==> src/rtl/tx_irq_pkg.sv <==
// Shared types for the transmit interrupt selector.
// Assumes: the mode encoding is fixed by software and must not change.
package tx_irq_pkg;
    typedef enum logic [1:0] {
        SRC_READY = 2'b00,
        SRC_BLOCK = 2'b01,
        SRC_FSYNC = 2'b10,
        SRC_ERROR = 2'b11
    } irq_src_t;
endpackage

==> src/rtl/tx_irq_edge.sv <==
// Rising-edge detector with one history flop.
// Assumes: d is already synchronous to clk; history resets to 0.
module tx_irq_edge (
    input  logic clk,
    input  logic rst_n,
    input  logic d,
    output logic rise
);
    logic hist_q;

    // Keep last sampled level, in every mode
    always_ff @(posedge clk) begin
        if (!rst_n) hist_q <= 1'b0;
        else        hist_q <= d;
    end

    assign rise = d & ~hist_q;
endmodule

==> src/rtl/tx_irq_sync.sv <==
// Multi-stage synchronizer for an asynchronous level.
// Assumes: STAGES >= 2; the input is held long enough to be sampled.
module tx_irq_sync #(
    parameter int STAGES = 2
) (
    input  logic clk,
    input  logic rst_n,
    input  logic async_in,
    output logic sync_out
);
    logic [STAGES-1:0] chain_q;

    // Shift the raw level through the chain
    always_ff @(posedge clk) begin
        if (!rst_n) chain_q <= '0;
        else        chain_q <= {chain_q[STAGES-2:0], async_in};
    end

    assign sync_out = chain_q[STAGES-1];
endmodule

==> src/rtl/tx_irq_block.sv <==
// Block-boundary detector for multichannel transmit.
// Assumes: chan_step is a one-cycle strobe carrying the index of the
// slot that is ending; a block spans 2**BLK_W channels.
module tx_irq_block #(
    parameter int CH_W  = 7,
    parameter int BLK_W = 4
) (
    input  logic            chan_step,
    input  logic [CH_W-1:0] chan_idx,
    input  logic            frame_last,
    input  logic            mc_en,
    output logic            blk_evt
);
    localparam logic [BLK_W-1:0] LAST_IN_BLK = '1;

    logic at_boundary;

    // Slot index closes a block when its low bits are all ones
    always_comb begin
        at_boundary = (chan_idx[BLK_W-1:0] == LAST_IN_BLK);
    end

    // Qualify by strobe and multichannel mode; end of frame also counts
    always_comb begin
        blk_evt = mc_en & chan_step & (at_boundary | frame_last);
    end
endmodule

==> src/rtl/tx_irq_select.sv <==
// Transmit interrupt source selector: four causes, one pulsed output.
// Assumes: fsync_raw is asynchronous, all other inputs are synchronous
// to clk; the mode register is written through mode_wr/mode_wdata.
module tx_irq_select
    import tx_irq_pkg::*;
#(
    parameter int CH_W        = 7,
    parameter int BLK_W       = 4,
    parameter int SYNC_STAGES = 2
) (
    input  logic            clk,
    input  logic            rst_n,
    input  logic            mode_wr,
    input  logic [1:0]      mode_wdata,
    output logic [1:0]      mode_rdata,
    input  logic            tx_ready,
    input  logic            fsync_raw,
    input  logic            chan_step,
    input  logic [CH_W-1:0] chan_idx,
    input  logic            frame_last,
    input  logic            mc_en,
    input  logic            sync_err,
    input  logic            tx_reset,
    output logic            sync_err_flag,
    output logic            irq
);
    irq_src_t mode_q;
    logic     fsync_s;
    logic     rdy_rise, fs_rise, err_rise, blk_evt;
    logic     sel_evt;
    logic     irq_q;

    // Mode register, reset to the ready-flag source
    always_ff @(posedge clk) begin
        if (!rst_n)       mode_q <= SRC_READY;
        else if (mode_wr) mode_q <= irq_src_t'(mode_wdata);
    end

    tx_irq_sync #(.STAGES(SYNC_STAGES)) u_fs_sync (
        .clk(clk), .rst_n(rst_n), .async_in(fsync_raw), .sync_out(fsync_s)
    );

    tx_irq_edge u_rdy_edge (.clk(clk), .rst_n(rst_n), .d(tx_ready), .rise(rdy_rise));
    tx_irq_edge u_fs_edge  (.clk(clk), .rst_n(rst_n), .d(fsync_s),  .rise(fs_rise));
    tx_irq_edge u_err_edge (.clk(clk), .rst_n(rst_n), .d(sync_err), .rise(err_rise));

    tx_irq_block #(.CH_W(CH_W), .BLK_W(BLK_W)) u_block (
        .chan_step(chan_step), .chan_idx(chan_idx), .frame_last(frame_last),
        .mc_en(mc_en), .blk_evt(blk_evt)
    );

    // Pick the event for the active mode; only frame sync survives tx reset
    always_comb begin
        unique case (mode_q)
            SRC_READY: sel_evt = rdy_rise & ~tx_reset;
            SRC_BLOCK: sel_evt = blk_evt  & ~tx_reset;
            SRC_FSYNC: sel_evt = fs_rise;
            SRC_ERROR: sel_evt = err_rise & ~tx_reset;
            default:   sel_evt = 1'b0;
        endcase
    end

    // Register the pulse so the interrupt line is glitch-free
    always_ff @(posedge clk) begin
        if (!rst_n) irq_q <= 1'b0;
        else        irq_q <= sel_evt;
    end

    assign irq           = irq_q;
    assign mode_rdata    = mode_q;
    assign sync_err_flag = sync_err;
endmodule

==> config.mk <==
export PLATFORM = sky130hd
export DESIGN_NAME = tx_irq_select
export DESIGN_NICKNAME = d
export VERILOG_FILES = /design/src/rtl/tx_irq_pkg.sv /design/src/rtl/tx_irq_edge.sv /design/src/rtl/tx_irq_sync.sv /design/src/rtl/tx_irq_block.sv /design/src/rtl/tx_irq_select.sv
export SDC_FILE = /design/constraint.sdc
export NUM_CORES = 1
export LEC_CHECK = 0
export BUFFER_PORTS_ARGS = -buffer_cell sky130_fd_sc_hd__buf_2
export CAP_MARGIN = 20
export CORE_AREA = 2 2 39 41
export CTS_CLUSTER_SIZE = 8
export DETAILED_ROUTE_END_ITERATION = 10
export DIE_AREA = 0 0 41 43
export PLACE_DENSITY = 0.54
export SETUP_SLACK_MARGIN = 0.5
export SYNTH_ARGS = -nofsm -noshare
export SYNTH_HDL_FRONTEND = slang
export SYNTH_SLANG_ARGS = --single-unit
==> constraint.sdc <==
create_clock -name clk -period 1.2 [get_ports clk]
set_input_delay 0.24 -clock clk [delete_from_list [all_inputs] [get_ports clk]]
set_output_delay 0.24 -clock clk [all_outputs]
set_load 0.02 [all_outputs]
# After elaboration in Yosys (flattened, before gate mapping)
# Index checks and enable logic that the tools add are counted.
# classes
n_eq_ne	4
n_mux	1
bitwise	13
reduce_logical	1
# ops
cell	n
$and 1x1->1	8
$eq 2x2->1 const B	2
$eq 4x4->1 const B	1
$not 1->1	4
$pmux 1 s4	1
$eq 2x1->1 const B	1
$logic_not 2->1	1
$or 1x1->1	1
# totals
reg_bits	8
inputBits	19
output_inout_bits	4
wordCells	25

# Longest topological paths before layout
# depth
ltp_word	5
ltp_mapped	3
depth_no_buf	3

# Hierarchy
# Synthesis repeated with hierarchy kept, for this count alone.
# unflattened
cells_unflattened	30
hier_area_um2	331.6
# by_module_without_submodules
module	n_inst	cells_each	area_each_um2	seq_area_each_um2
tx_irq_select	1	14	142.6	60.1
tx_irq_edge	3	3	40.0	20.0
tx_irq_sync	1	4	52.6	40.0
tx_irq_block	1	3	16.3	0.0

# Worst setup path after synthesis
# Ideal clock, no wire load.
# synth_path
path_kind	flip-flop to flip-flop
startpoint	reg mode_q[1], in the netlist mode_rdata[1]
endpoint	reg irq_q, in the netlist irq
setup_ns	0.062
arrival_time_ns	0.952
required_ns	1.138
setup_slack_ns	0.186
stages_incl_launch_ff	4
n_path_buf	0
period_less_slack_ns	1.014
path_cell_list	dfxtp_1 nand3b_1 a221o_1 nand3_1
# synth_via
elab_chain_cells	2
elab_cells_between_ends	5
cone_classes	3 x eq/ne; 1 x mux; 1 x reduce/logical
# synth_rtl
item	line_no	text
start, declared	tx_irq_select.sv:27	irq_src_t mode_q;
start signal, assigned	tx_irq_select.sv:36	else if (mode_wr) mode_q <= irq_src_t'(mode_wdata);
$eq 2x2->1 (tied with other cells)	tx_irq_select.sv:54	unique case (mode_q)
$pmux 1 s4 (*)	tx_irq_select.sv:54	
end signal, assigned	tx_irq_select.sv:66	else irq_q <= sel_evt;
end, declared	tx_irq_select.sv:31	logic irq_q;
# Mark *: on every way between the ends. The rest lies on a longest branch, timed or not.
# A chain may end at the register's enable or synchronous reset.

# Worst setup path in the final report
# layout_path
startpoint	reg mode_q[1], in the netlist mode_rdata[1]
endpoint	out mode_rdata[1]
# layout_lines
item	line_no	text
end, declared	tx_irq_select.sv:15	output logic [1:0] mode_rdata,
# No word-level cell between the ends.

==> metrics.md <==
| Metric | Value |
|---|---|
| Layout cells sized above 1 | `51.8%` |
| PwrDens | `roughly 1200 nW/um^2` |
| Final worst slack | `223 ps` |
| Reg-to-reg startpoint | `mode_rdata[1]` |
| ANT cells | `0` |
| Cell Area, Synth | `approximately 300 um^2` |
| Clock power share | `36.4%` |
| Synth top area share | `a little over half` |
| Final min period | `slightly below 1000 ps` |
| Root Buffer Master | `clkbuf_4` |
| Slowest stage delay, CP | `around 360 ps` |
| Status | `complete, no violations` |
| Vias/cell | `about 4` |
| Vias | `between 200 and 300` |
| Overflow left after global routing | `0` |
| Placement-stage cell area | `around 420 um^2` |
| Synth Register Bits | `8` |
| Critical path data required time | `around 960 ps` |
| CTS Buf Count | `3` |
| R2r endpoint | `irq` |
| Clock-pin slew on the worst setup and hold paths | `approximately 60 ps` |
| Reg2Reg Depth | `4` |
| Layout Nets | `76` |
| Die height | `43 um` |
| Post-synthesis sequential area ratio | `between 50% and 60%` |
| Leakage | `about 0.24 nW` |
| Crit share post-route | `about four fifths` |
| ANT nets after route | `0` |
| Num rows | `14` |
| I/O pin total | `23` |
| Clock skew | `6.09 ps` |
| Initial antenna violation count | `0` |
| # DRC | `0` |
| CTS H-tree lvls | `1` |
| Area growth from synthesis to layout | `69.4%` |
| Detailed Route WL | `roughly 660 um` |
| CTS tree | `yes` |
| Initial Util | `22.2%` |
| Unrepaired setup endpoints after global routing | `true` |
| Mapped Cells | `30` |
| Sw Share | `about 22%` |
| Power share of the combinational group | `roughly 16%` |
| Max Transition Viols Final | `0` |
| Psw | `between 100 and 150 uW` |
| Sequential Power Share | `between 40% and 50%` |
| Clk buf depth | `2` |
| Slowest cell on the critical path | `dfxtp_4` |
| CP Cell Sequence | `buf_6` |
| Port Buf Inserts | `19` |
| Post-route cell area | `between 500 and 600 um^2` |
| Critical Path Start | `mode_rdata[1]` |
| Hold Path Stages | `2` |
| Worst setup endpoint | `mode_rdata[1]` |
| Setup slack, reg-to-reg | `about 260 ps` |
| Critical path fanouts, max | `5` |
| Final Core Density | `between 30% and 40%` |
| Fillers | `between 100 and 150` |
| Number of global-route vias before repair | `between 200 and 300` |
| Max VDD drop | `just over 700 uV` |
| Fmax | `~1000 MHz` |
| Tightest Pin Transition | `between 100 and 150 ps` |
| Core box area | `approximately 1400 um^2` |
| Yosys warns | `0` |
| Pre-CTS setup slack | `around 270 ps` |
| Drt initial violations | `0` |
| Critical Path Sink Type | `output pin` |
| Crit path max-delay family | `flip-flops` |
| Setup TNS | `0 ps` |
| Critical path arrival | `740 ps` |
| Hold Fails Final Rpt | `0` |
| Gpl congestion | `~0.6` |
| Critical path class | `register to output pin` |
| WP depth | `1` |
| Area contributors post-synth | `dfxtp_1 52%, and2_1 10%, nand3b_1 7.3%` |
| Most frequent cells in the layout | `14 x buf_2, 6 x buf_6, 5 x and2_1, 5 x dfxtp_1` |
| Commonest non-fill, non-tap cell in the layout | `buf_2` |
| Final count of negative-setup-slack endpoints | `0` |
| WP buf/inv | `1` |
| Max Cap Violations | `0` |
| Worst hold path type | `input port to register` |
| Avg Cell Area, Syn | `10.2 um^2` |
| Synth area leader | `dfxtp_1` |
| Critical Path Start Type | `register` |
| Netlist cell types | `12` |
| Total iterations of the first detailed-routing run | `1` |
| DIE WIDTH | `between 40 and 50 um` |
| Syn nets | `between 40 and 50` |
| Clk_lat worst skew | `around 250 ps` |
| Design Power | `~600 uW` |
| First-pass GRT wire length | `1.07 mm` |
| Die area | `between 1500 and 2000 um^2` |
| Total clock sinks | `8` |
| Largest net degree at the start of global routing | `10` |
| Internal power | `approximately 470 uW` |
| GRT Total Usage | `about a tenth` |
| Drt wl/cell | `a little over 9 um` |
| Slew HR | `91.1%` |
-- power groups by stage --
stage / clock network, mW / registers (mW) / logic, mW
global placement: 0 / 0.292 / 0.0685
floorplan: 0 / 0.297 / 0.0270
detailed placement: 0 / 0.292 / 0.0687
CTS: 0.233 / 0.285 / 0.0909
global route: 0.254 / 0.287 / 0.107
finish: 0.218 / 0.285 / 0.0968
-- synth_stat cells --
cell type  count
a221o_1        1
and2_1         5
buf_4          1
dfxtp_1        8
mux2i_1        2
nand2_1        1
nand3_1        2
nand3b_1       3
nand4_1        1
nor2_1         2
nor2b_1        2
nor3b_1        2
-- area by class of cell --
class	count	area, um^2	area share (%)
Multi-Input combinational cell	21	139	26.7
Tap cell	16	20.0	3.86
Timing Repair Buffer	23	168	32.3
Clock buffer	4	26.3	5.06
Sequential cell	8	166	32.0
-- through the flow --
step | cells | hold slack (ps)
floorplan | 30 | 362
global placement | 64 | 414
detailed placement | 64 | 422
CTS | 71 | 182
global route | 72 | 194
finish | 72 | 191
-- state kept, by name, indices dropped and copies added (netlist names) --
signal / cells
u_rdy_edge.hist_q: 1
u_err_edge.hist_q: 1
u_fs_sync.chain_q: 2
u_fs_edge.hist_q: 1
mode_rdata: 2
irq: 1
-- cells by family after synthesis --
| logic type | after synthesis | share of synthesized area [%] |
|---|---|---|
| AOI/OAI and AO/OA | 1 | 3.27 |
| buffers and inverters | 1 | 2.45 |
| DFF | 8 | 52.2 |
| muxes | 2 | 6.53 |
| and+or+nand+nor | 18 | 35.5 |
-- how the worst min path moves through the flow --
stage	slack (ps)	startpoint	end
2_1_floorplan	360	sync_err	u_err_edge.hist_q
3_5_place_dp	420	u_fs_sync.chain_q[0]	u_fs_sync.chain_q[1]
4_1_cts	180	sync_err	u_err_edge.hist_q
5_1_grt	190	fsync_raw	u_fs_sync.chain_q[0]
3_3_place_gp	410	u_fs_sync.chain_q[0]	u_fs_sync.chain_q[1]
6_report	190	sync_err	u_err_edge.hist_q
-- repair_timing --
item | 4_1_cts | 5_1_grt
hold buffers | 0 | 0
setup endpoints to repair | 5 | 7
resized for setup | 10 | 3
setup buffers | 3 | 1
gates cloned | 0 | 0
-- per-layer routing --
metal  global-route usage [%]  vias up  part of all wire [%]
met5                        0        -                     0
met4                     4.00        0                     0
met3                     7.85        0                    13
met2                     14.4       17                    49
met1                     9.74      124                    38
li1                         -      155                     -
(Power assumes the default switching activity.)
